===== config.mk =====
export PLATFORM = sky130hd
export DESIGN_NAME = gf_mul_mx
export DESIGN_NICKNAME = d
export VERILOG_FILES = /design/src/rtl/gf_mx_pkg.sv /design/src/rtl/gf_alpha_step.sv /design/src/rtl/gf_mx_expand.sv /design/src/rtl/gf_mx_reduce.sv /design/src/rtl/gf_mul_mx.sv
export SDC_FILE = /design/constraint.sdc
export NUM_CORES = 1
export LEC_CHECK = 0
export BUFFER_PORTS_ARGS = -buffer_cell sky130_fd_sc_hd__buf_2
export CORE_AREA = 2 2 79 66
export CTS_BUF_LIST = sky130_fd_sc_hd__clkbuf_2
export CTS_CLUSTER_SIZE = 24
export DETAILED_ROUTE_END_ITERATION = 7
export DIE_AREA = 0 0 81 68
export PLACE_DENSITY = 0.75
export SETUP_SLACK_MARGIN = 0.1
export SYNTH_ARGS = -nofsm -noshare
export SYNTH_HDL_FRONTEND = slang
export SYNTH_SLANG_ARGS = --single-unit

===== constraint.sdc =====
create_clock -name clk_i -period 1.2 [get_ports clk_i]
set_input_delay 0.18 -clock clk_i [delete_from_list [all_inputs] [get_ports clk_i]]
set_output_delay 0.18 -clock clk_i [all_outputs]
set_load 0.1 [all_outputs]

===== src/rtl/gf_mx_pkg.sv =====
`timescale 1ns/1ps
package gf_mx_pkg;
  // pipeline depth from operand strobe to product strobe
  localparam int unsigned PIPE_LAT = 2;

  // low m bits of a primitive polynomial are the reduction taps
  function automatic int unsigned poly_taps(int unsigned poly, int unsigned m);
    return poly & ((32'd1 << m) - 32'd1);
  endfunction
endpackage


===== src/rtl/gf_alpha_step.sv =====
`timescale 1ns/1ps
module gf_alpha_step #(
  parameter int unsigned M    = 8,
  parameter int unsigned POLY = 'h11D
) (
  input  logic [M-1:0] row_i,
  output logic [M-1:0] row_o
);
  import gf_mx_pkg::*;
  localparam logic [M-1:0] TAPS = M'(poly_taps(POLY, M));

  always_comb begin
    row_o = {row_i[M-2:0], 1'b0};
    if (row_i[M-1]) row_o = row_o ^ TAPS;
  end
endmodule


===== src/rtl/gf_mx_expand.sv =====
`timescale 1ns/1ps
module gf_mx_expand #(
  parameter int unsigned M    = 8,
  parameter int unsigned POLY = 'h11D
) (
  input  logic [M-1:0]        b_i,
  output logic [M-1:0][M-1:0] rows_o   // rows_o[i] = b * alpha^i
);
  logic [M-1:0] row_w [M];

  assign row_w[0] = b_i;

  for (genvar i = 1; i < M; i++) begin : g_step
    gf_alpha_step #(.M(M), .POLY(POLY)) u_step (
      .row_i(row_w[i-1]),
      .row_o(row_w[i])
    );
  end

  for (genvar i = 0; i < M; i++) begin : g_out
    assign rows_o[i] = row_w[i];
  end
endmodule


===== src/rtl/gf_mx_reduce.sv =====
`timescale 1ns/1ps
module gf_mx_reduce #(
  parameter int unsigned M = 8
) (
  input  logic [M-1:0]        a_i,
  input  logic [M-1:0][M-1:0] rows_i,
  output logic [M-1:0]        c_o
);
  for (genvar j = 0; j < M; j++) begin : g_col
    logic [M-1:0] col;
    for (genvar i = 0; i < M; i++) begin : g_bit
      assign col[i] = rows_i[i][j];
    end
    // AND with the vector, XOR-tree over the column
    assign c_o[j] = ^(a_i & col);
  end
endmodule


===== src/rtl/gf_mul_mx.sv =====
`timescale 1ns/1ps
module gf_mul_mx #(
  parameter int unsigned M    = 8,
  parameter int unsigned POLY = 'h11D
) (
  input  logic         clk_i,
  input  logic         rst_ni,
  input  logic         in_valid_i,
  input  logic [M-1:0] a_i,
  input  logic [M-1:0] b_i,
  output logic         out_valid_o,
  output logic [M-1:0] c_o
);
  import gf_mx_pkg::*;

  logic [M-1:0][M-1:0] rows_d, rows_q;
  logic [M-1:0]        a_q;
  logic [M-1:0]        prod_d, prod_q;
  logic [PIPE_LAT-1:0] vld_q;

  gf_mx_expand #(.M(M), .POLY(POLY)) u_expand (
    .b_i   (b_i),
    .rows_o(rows_d)
  );

  // stage 1: matrix and vector
  always_ff @(posedge clk_i) begin
    if (in_valid_i) begin
      rows_q <= rows_d;
      a_q    <= a_i;
    end
  end

  gf_mx_reduce #(.M(M)) u_reduce (
    .a_i   (a_q),
    .rows_i(rows_q),
    .c_o   (prod_d)
  );

  // stage 2: product
  always_ff @(posedge clk_i) begin
    if (vld_q[0]) prod_q <= prod_d;
  end

  always_ff @(posedge clk_i or negedge rst_ni) begin
    if (!rst_ni) vld_q <= '0;
    else         vld_q <= {vld_q[PIPE_LAT-2:0], in_valid_i};
  end

  assign out_valid_o = vld_q[PIPE_LAT-1];
  assign c_o         = prod_q;
endmodule


==> results of run 1 <==
-- worst max-delay path by stage --
stage | endpoint | cells past startpoint | start
global placement | c_o[1] | 4 | a_q[0]
floorplan | c_o[1] | 5 | a_q[6]
detailed placement | c_o[1] | 4 | a_q[0]
CTS | c_o[1] | 4 | a_q[6]
finish | c_o[1] | 4 | rows_q[20]
global route | c_o[1] | 4 | a_q[7]
-- placed cells by master (no fill, tap or decap) --
master	count
dfrtp_1	2
nand2_2	8
edfxtp_1	46
buf_4	11
nand2_1	54
buf_6	1
xor2_1	9
clkbuf_2	5
dlygate4sd3_1	13
nand2_4	2
clkinv_4	1
buf_12	12
xnor2_2	16
inv_1	4
xnor2_1	51
xor2_2	6
clkinv_1	1
buf_2	18
-- area by class of cell --
type,count,area [sq um],area share (%)
multi-input combinational,146,1160,35.4
inverter,4,15.0,0.459
clock inverter,2,12.5,0.382
tap,62,77.6,2.37
clock buffer,5,25.0,0.764
sequential,48,1430,43.7
timing repair buffer,55,554,16.9
-- kinds of logic (layout without fill, tap and decap cells) --
family / Yosys count / count (layout) / synth area share [%]
flops: 48 / 48 / 57.8
buf+inv: 14 / 66 / 2.63
simple gates: 64 / 64 / 9.70
xor+xnor: 82 / 82 / 29.9
-- state kept, by name, indices dropped and copies added (netlist names) --
name / flops
c_o: 8
a_q: 8
rows_q: 30
vld_q: 2
-- routing by layer --
metal  vias up  part of all wire, %  track usage (%)
met1       739                   45             23.3
met2        27                   51             32.4
met3         4                  3.3             4.75
li1        754                    -                -
met5         -                    0                0
met4         0                 0.76             5.72
-- worst reg2reg max path, stage by stage, from the launching register on --
cell and delay (ps):
edfxtp_1 560, nand2_1 140, xor2_1 220, xnor2_1 190, xnor2_1 90
-- metrics by stage --
step                      util (%)  worst slack (ps)  TNS, ps  power (mW)  instance area (sq um)
after floorplan                  -             0.837        0        4.07                   2500
after global placement        60.7              -188    -1250        4.84                   2900
after detailed placement      60.7              -207    -1280        4.91                   2900
after CTS                     66.2              -179    -1650        5.62                   3160
after global routing          68.5              -298    -2790        5.92                   3270
final                         68.5              -216    -1570        5.69                   3270
-- report_power, final --
| part | total, mW | switching [mW] | internal, mW |
|---|---|---|---|
| Sequential | 2.43 | 0.218 | 2.22 |
| Combinational | 2.62 | 1.50 | 1.12 |
| Clock | 0.629 | 0.499 | 0.131 |
| Total | 5.69 | 2.21 | 3.47 |
-- what timing repair did --
| item | in CTS | in global routing |
|---|---|---|
| setup endpoints to repair | 17 | 18 |
| hold endpoints to repair | 12 | 2 |
| pin swaps | 16 | 11 |
| gates resized for setup | 16 | 12 |
| setup buffers | 2 | 1 |
| hold buffers | 11 | 2 |
==> results by group, run 1 <==
Run status
  – Status: finished, violations left
  – Failing checks: negative setup slack

Place
  – Placed Instances: 299
  – Detail Placement HPWL: 3.36 mm
  – PortBufs: 27
  – Routability cong.: 0.783

Detailed routing
  – Drt initial violations: 59
  – Total Wirelength: 4.62 mm
  – Wire per inst: 14.4 um
  – Via count: 1524
  – DR pass1 iterations: 5
  – Drc violations: 0
  – Post-detailed-route count of antenna-violating nets: 0
  – Routed vias/inst: 4.73

Synth
  – Area contributors post-synth: edfxtp_1, xnor2_1, nand2_1, xor2_1, buf_2
  – Ys Warns: 0
  – Post-Synthesis Cells: 208
  – Cell type with the highest aggregate area in the netlist: edfxtp_1
  – Sequential cell area fraction in the yosys report: 57.8%
  – Synthesized area: 2480 sq um
  – Top-count cell post-synth: xnor2_1
  – Post-synth EDFFs: 46
  – Synthesized Nets: 227
  – Synth top area share: 55.8%
  – Ys flop type: edfxtp_1
  – Seq cells post-synth: 48
  – Syn avg cell area: 11.9 sq um
  – FFs w/ async S/R, synth: 4.17%
  – Synth top cells by count: xnor2_1, nand2_1, edfxtp_1
  – Yosys cell types: 8

Clocking
  – Inserted Clock Buffers: 5
  – Clk_lat worst skew: 410 ps
  – CTS tree: done
  – TritonCTS sink count: 48
  – H-Tree Depth: 2
  – Clock transition at path regs: 230 ps
  – Root buffer selected by CTS: clkbuf_2
  – Clock Path Buffers: 2

Timing
  – Slew Viols, Final: 0
  – Worst-Margin Slew: 365 ps
  – Period utilization: 118%
  – F_max: 706 MHz
  – Fin. Hold Viols: 0
  – Post-route minimum period: 1420 ps
  – Final worst-path setup slack: -216 ps
  – RSZ-0062 raised after global routing: true
  – Clk_skew: 16.9 ps
  – # setup viols final: 17
  – Max-Slew Margin vs Limit: 75.5%
  – Hold slack: 25.8 ps

Die
  – Die Width: 81 um
  – Cell Rows: 23
  – Core ar.: 4780 sq um
  – I/O pins: 28
  – Die area: 5510 sq um
  – Die Y: 68 um
  – Initial Util: 51.9%

Critical path
  – Worst Setup End Kind: register
  – Slack of the worst reg-to-reg path: -220 ps
  – WS Path Type: reg2reg
  – CP peak stage delay: 560 ps
  – Reg-to-Reg End: c_o[1]
  – Buf+Inv Stages, Crit Path: 0
  – Crit start category: register
  – Critical Path Most Common Cell: xnor2_1
  – Critical path's top delay family: flip-flops
  – Critical path arrival: 1600 ps
  – Crit-path max FO: 6
  – Worst path cell trace: nand2_1 > xor2_1 > xnor2_1 > xnor2_1
  – Worst EP required: 1390 ps
  – Reg2Reg Depth: 4
  – CP max-delay cell: edfxtp_1
  – Worst r2r src: rows_q[20]

Pwr
  – Pwr/cell area: 1740 nW/um^2
  – Worst VDD drop: 1.26 mV
  – Pleak: 1.28 nW

Finish
  – Post-layout net count: 279
  – Share of cells above drive strength 1: 30.8%
  – Final non-filler cell total: 322
  – Area delta synth->final: 32.2%
  – Filler cell count: 358
  – Diode count: 0

Global route
  – Total global-route track usage: 18.7%
  – Vias in the first global route: 1488
  – First-pass GRT wire length: 7.27 mm
  – Total gr overflow: 0
  – Largest net degree at the start of global routing: 19
  – Antenna violations before repair: 0

Job
  – Max cap viols: 0

Worst hold path
  – Min-Delay Path Class: in2async
Note: power is estimated with default switching activity, not from simulation.
==> run 2: changes to the inputs <==
REMOVE_ABC_BUFFERS = 1   (was default)
==> results by group, run 2 (same netlist as run 1, synthesis figures left out) <==
Timing
  – Period utilization: 117% (-0.54 points)
  – Clk_skew: 19.8 ps (+2.93 ps)
  – Slew Viols, Final: 0 (unchanged)
  – Hold slack: 45.0 ps (+19.2 ps)
  – Post-route minimum period: 1410 ps (-6.47 ps)
  – TNS Setup: -1890 ps (-322 ps)
  – Fin. Hold Viols: 0 (unchanged)
  – Worst-Margin Slew: 333 ps (-32.5 ps)
  – # setup viols final: 17 (unchanged)
  – Max-Slew Margin vs Limit: 77.7% (+2.2 points)
  – Final worst-path setup slack: -210 ps (+6.46 ps)
  – RSZ-0062 raised after global routing: true
  – F_max: 709 MHz (+0.46%)

Clocking
  – TritonCTS sink count: 48 (unchanged)
  – H-Tree Depth: 2 (unchanged)
  – Inserted Clock Buffers: 5 (unchanged)
  – Clock transition at path regs: 260 ps (+30 ps)
  – Clk_lat worst skew: 430 ps (+20 ps)
  – Root buffer selected by CTS: clkbuf_2
  – Clock Path Buffers: 2 (unchanged)
  – CTS tree: done

Die
  – Core ar.: 4780 sq um (unchanged)
  – Initial Util: 51.9% (unchanged)
  – Die area: 5510 sq um (unchanged)
  – Die Y: 68 um (unchanged)
  – Cell Rows: 23 (unchanged)
  – I/O pins: 28 (unchanged)
  – Die Width: 81 um (unchanged)

Finish
  – Final Util: 68.6% (about the same)
  – Commonest cells after routing, fill and taps aside: nand2_1, xnor2_1, edfxtp_1, buf_2, xnor2_2
  – Area delta synth->final: 32.3% (about the same)
  – Diode count: 0 (unchanged)
  – Filler cell count: 353 (-1.4%)
  – Max reg flops: 30 (unchanged)
  – Post-layout net count: 278 (-0.36%)
  – Share of cells above drive strength 1: 28.8% (-1.9 points)
  – Commonest non-fill, non-tap cell in the layout: nand2_1
  – Reg with most FFs: rows_q

Place
  – Routability cong.: 0.749 (-4.4%)
  – PortBufs: 27 (unchanged)
  – Place WS: -210 ps (-2.63 ps)
  – Detail Placement HPWL: 3.02 mm (-10%)

Run status
  – Failing checks: negative setup slack
  – Status: finished, violations left

Worst hold path
  – Min-Delay Path Class: in2reg

Critical path
  – CP max-delay cell: edfxtp_1
  – Critical Path Most Common Cell: xnor2_1
  – Critical path's top delay family: XOR/XNOR gates
  – Crit start category: register
  – Worst Setup End Kind: register
  – CP peak stage delay: 550 ps (about the same)
  – Worst path cell trace: nand2_1 > xnor2_1 > xnor2_2 > xnor2_1
  – Crit-path max FO: 7 (+1)
  – Worst EP required: 1440 ps (+50 ps)
  – Buf+Inv Stages, Crit Path: 0 (unchanged)
  – WS Path Type: reg2reg
  – Critical path arrival: 1650 ps (+50 ps)

Detailed routing
  – Routed vias/inst: 4.63 (-2.2%)
  – Drc violations: 0 (unchanged)
  – Drt initial violations: 142 (+140%)
  – Total Wirelength: 4.41 mm (-4.5%)
  – Post-detailed-route count of antenna-violating nets: 0 (unchanged)
  – Wire per inst: 13.7 um (-4.5%)
  – DR pass1 iterations: 4 (-1)
  – Via count: 1490 (-2.2%)

Global route
  – First-pass GRT wire length: 7.41 mm (+2.0%)
  – Total gr overflow: 0 (unchanged)
  – Largest net degree at the start of global routing: 40 (+21)
  – Vias in the first global route: 1523 (+2.4%)
  – Antenna violations before repair: 0 (unchanged)
  – Total global-route track usage: 18.6% (-0.14 points)

Job
  – Max cap viols: 0 (unchanged)

Pwr
  – Pwr/cell area: 1870 nW/um^2 (+7.6%)
  – Worst VDD drop: 1.17 mV (-7.3%)
  – Pleak: 1.28 nW (+0.16%)
## run 2: worst paths after layout
| kind | endpoint | cells past startpoint | slack, ps | from |
|---|---|---|---|---|
| min in group asynchronous | vld_q[1] | 3 | 550 | rst_ni |
| setup / recovery | c_o[3] | 4 | -210 | a_q[4] |
| hold reg to reg | vld_q[1] | 0 | 620 | vld_q[0] |
| hold / removal | rows_q[8] | 1 | 50 | b_i[7] |
| max in group asynchronous | vld_q[0] | 3 | 540 | rst_ni |
| setup reg to reg | c_o[3] | 4 | -210 | a_q[4] |
## run 2: worst reg2reg max path: stages, from the launching register on
cell	delay, ps
edfxtp_1	550
nand2_1	130
xnor2_1	290
xnor2_2	130
xnor2_1	140
## run 2: area by class of cell
class                   count  area [sq um]  share of cell area, %
flip-flops and latches     48          1430                   43.7
multi-input cells         146          1130                   34.6
repair buffers             54           526                   16.0
well taps                  62          77.6                   2.37
clock inverters             3          68.8                   2.10
clock buffers               5          25.0                  0.764
inverters                   4          15.0                  0.458
## run 2: through the flow
stage / total power [mW] / area (sq um) / std cells
after floorplan: 4.03 / 2430 / 198
after global placement: 4.81 / 2830 / 292
after detailed placement: 4.85 / 2830 / 292
after CTS: 6.05 / 3150 / 319
after global routing: 6.38 / 3280 / 322
final: 6.12 / 3280 / 322
## run 2: power breakdown
group | internal, mW | total, mW | switching, mW
clock | 0.568 | 1.11 | 0.546
combinational | 1.10 | 2.60 | 1.49
sequential | 2.22 | 2.41 | 0.195
## run 2: metal layers
| metal | wire length (um) | share of wire, % | GRT usage, % | vias up |
|---|---|---|---|---|
| li1 | - | - | - | 752 |
| met1 | 1960 | 44 | 23.3 | 695 |
| met4 | 99 | 2.2 | 8.05 | 0 |
| met5 | 0 | 0 | 0 | - |
| met2 | 2190 | 50 | 31.2 | 32 |
| met3 | 159 | 3.6 | 4.22 | 11 |
## run 2: what timing repair did
action	CTS	global route
endpoints found under the setup margin	17	24
resized for setup	8	17
buffers inserted	6	3
hold endpoints to repair	13	0
pin swaps	17	14
hold buffers	13	0
==> run 3: changes to the inputs <==
==> constraint.sdc (replaced) <==
create_clock -name clk_i -period 1.2 [get_ports clk_i]
set_input_delay 0.06 -clock clk_i [delete_from_list [all_inputs] [get_ports clk_i]]
set_output_delay 0.06 -clock clk_i [all_outputs]
set_load 0.1 [all_outputs]
==> results by group, run 3 (same netlist as run 1, synthesis figures left out) <==
Clocking
  – Root buffer selected by CTS: clkbuf_2
  – Clock transition at path regs: 240 ps (-20 ps)
  – H-Tree Depth: 2 (unchanged)
  – CTS tree: done
  – TritonCTS sink count: 48 (unchanged)
  – Clk_lat worst skew: 420 ps (about the same)
  – Inserted Clock Buffers: 5 (unchanged)
  – Clock Path Buffers: 2 (unchanged)

Timing
  – Worst-Margin Slew: 359 ps (+26.5 ps)
  – F_max: 717 MHz (+1.0%)
  – Clk_skew: 21.3 ps (+1.55 ps)
  – Post-route minimum period: 1400 ps (-14.1 ps)
  – Hold slack: 330 ps (+285 ps)
  – Period utilization: 116% (-1.2 points)
  – Slew Viols, Final: 0 (unchanged)
  – Max-Slew Margin vs Limit: 75.9% (-1.8 points)
  – # setup viols final: 8 (-9)
  – Final worst-path setup slack: -196 ps (+14.1 ps)
  – Fin. Hold Viols: 0 (unchanged)
  – RSZ-0062 raised after global routing: true

Detailed routing
  – Drc violations: 0 (unchanged)
  – Via count: 1492 (+0.13%)
  – Routed vias/inst: 4.53 (-2.0%)
  – Total Wirelength: 4.44 mm (+0.70%)
  – Post-detailed-route count of antenna-violating nets: 0 (unchanged)
  – Drt initial violations: 85 (-40%)
  – DR pass1 iterations: 4 (unchanged)
  – Wire per inst: 13.5 um (-1.4%)

Critical path
  – Worst EP required: 1420 ps (-20 ps)
  – Worst Setup End Kind: register
  – Crit start category: register
  – Worst r2r src: a_q[2]
  – Reg-to-Reg End: c_o[2]
  – Critical path arrival: 1610 ps (-40 ps)
  – Reg2Reg Depth: 5 (+1)
  – Crit-path max FO: 6 (-1)
  – Slack of the worst reg-to-reg path: -200 ps (about the same)
  – WS Path Type: reg2reg
  – Setup crit end: c_o[2]
  – Worst setup path start: a_q[2]

Finish
  – Filler cell count: 359 (+1.7%)
  – Area delta synth->final: 34.3%
  – Post-layout net count: 285 (+2.5%)
  – Share of cells above drive strength 1: 28.1% (-0.76 points)
  – Final non-filler cell total: 329 (+2.2%)
  – Final Util: 69.6% (+1.0 points)
  – Max reg flops: 30 (unchanged)
  – Commonest non-fill, non-tap cell in the layout: nand2_1
  – Reg with most FFs: rows_q
  – Diode count: 0 (unchanged)
  – Commonest cells after routing, fill and taps aside: nand2_1, xnor2_1, edfxtp_1, dlygate4sd3_1, buf_2

Global route
  – Total global-route track usage: 17.5% (-1.0 points)
  – First-pass GRT wire length: 6.96 mm (-6.1%)
  – Largest net degree at the start of global routing: 40 (unchanged)
  – Total gr overflow: 0 (unchanged)
  – Vias in the first global route: 1486 (-2.4%)
  – Antenna violations before repair: 0 (unchanged)

Die
  – Cell Rows: 23 (unchanged)
  – Die area: 5510 sq um (unchanged)
  – Initial Util: 51.9% (unchanged)
  – Die Width: 81 um (unchanged)
  – Core ar.: 4780 sq um (unchanged)
  – Die Y: 68 um (unchanged)
  – I/O pins: 28 (unchanged)

Worst hold path
  – Min-Delay Path Class: in2reg

Run status
  – Failing checks: negative setup slack
  – Status: finished, violations left

Pwr
  – Worst VDD drop: 1.22 mV (+4.2%)
  – Total design power: 5.89 mW (-3.7%)
  – Pwr/cell area: 1770 nW/um^2 (-5.2%)
  – Pleak: 1.31 nW (+2.1%)

Job
  – Max cap viols: 0 (unchanged)

Place
  – PortBufs: 27 (unchanged)
  – Routability cong.: 0.749 (about the same)
  – Detail Placement HPWL: 2.91 mm (-3.7%)
  – Placed Instances: 292 (unchanged)
run 3: cell type report:
class	count	area (sq um)	share of cell area (%)
Multi-Input combinational cell	146	1140	34.2
Timing Repair Buffer	61	597	17.9
Inverter	4	15.0	0.451
Tap cell	62	77.6	2.33
Clock inverter	3	42.5	1.28
Clock buffer	5	25.0	0.752
Sequential cell	48	1430	43.0
run 3: layer usage:
metal  part of all wire [%]  routed length (um)  track usage [%]  vias up
met4                    1.4                  61             6.36        0
li1                       -                   -                -      767
met1                     45                2000             22.0      691
met2                     51                2260             30.1       28
met3                    2.9                 128             3.96        6
met5                      0                   0                0        -
run 3: what timing repair did:
| action | 4_1_cts | 5_1_grt |
|---|---|---|
| pin swaps | 19 | 19 |
| endpoints found under the hold margin | 19 | 0 |
| buffers inserted | 3 | 7 |
| hold buffers | 19 | 0 |
| setup endpoints to repair | 17 | 20 |
| resized for setup | 39 | 24 |
run 3: power by group:
part	switching [mW]	leakage, nW	internal, mW	total (mW)
clock network	0.510	0.0406	0.350	0.860
registers	0.193	0.473	2.22	2.41
logic	1.50	0.793	1.12	2.62
total	2.21	1.31	3.69	5.89
run 3: worst min-delay path by stage:
stage	from	endpoint	slack [ps]	cells after the start
floorplan	rst_ni	vld_q[0]	-240	0
global placement	rst_ni	vld_q[1]	-150	1
detailed placement	rst_ni	vld_q[0]	-150	1
CTS	a_i[3]	a_q[3]	300	2
global route	a_i[3]	a_q[3]	290	2
finish	a_i[2]	a_q[2]	330	2
run 3: metrics by stage:
step / setup slack, ps / TNS [ps] / instance area (sq um)
2_1_floorplan: 1.93 / 0 / 2430
6_report: -196 / -1280 / 3330
5_1_grt: -299 / -2070 / 3330
3_5_place_dp: -197 / -1410 / 2690
4_1_cts: -190 / -1350 / 3120
3_3_place_gp: -183 / -1230 / 2690
run 3: critical path, cell delays in order, from the launching register on:
cell and delay, ps:
edfxtp_1 560, buf_6 180, nand2_1 60, xnor2_1 130, xnor2_1 160, xnor2_1 100
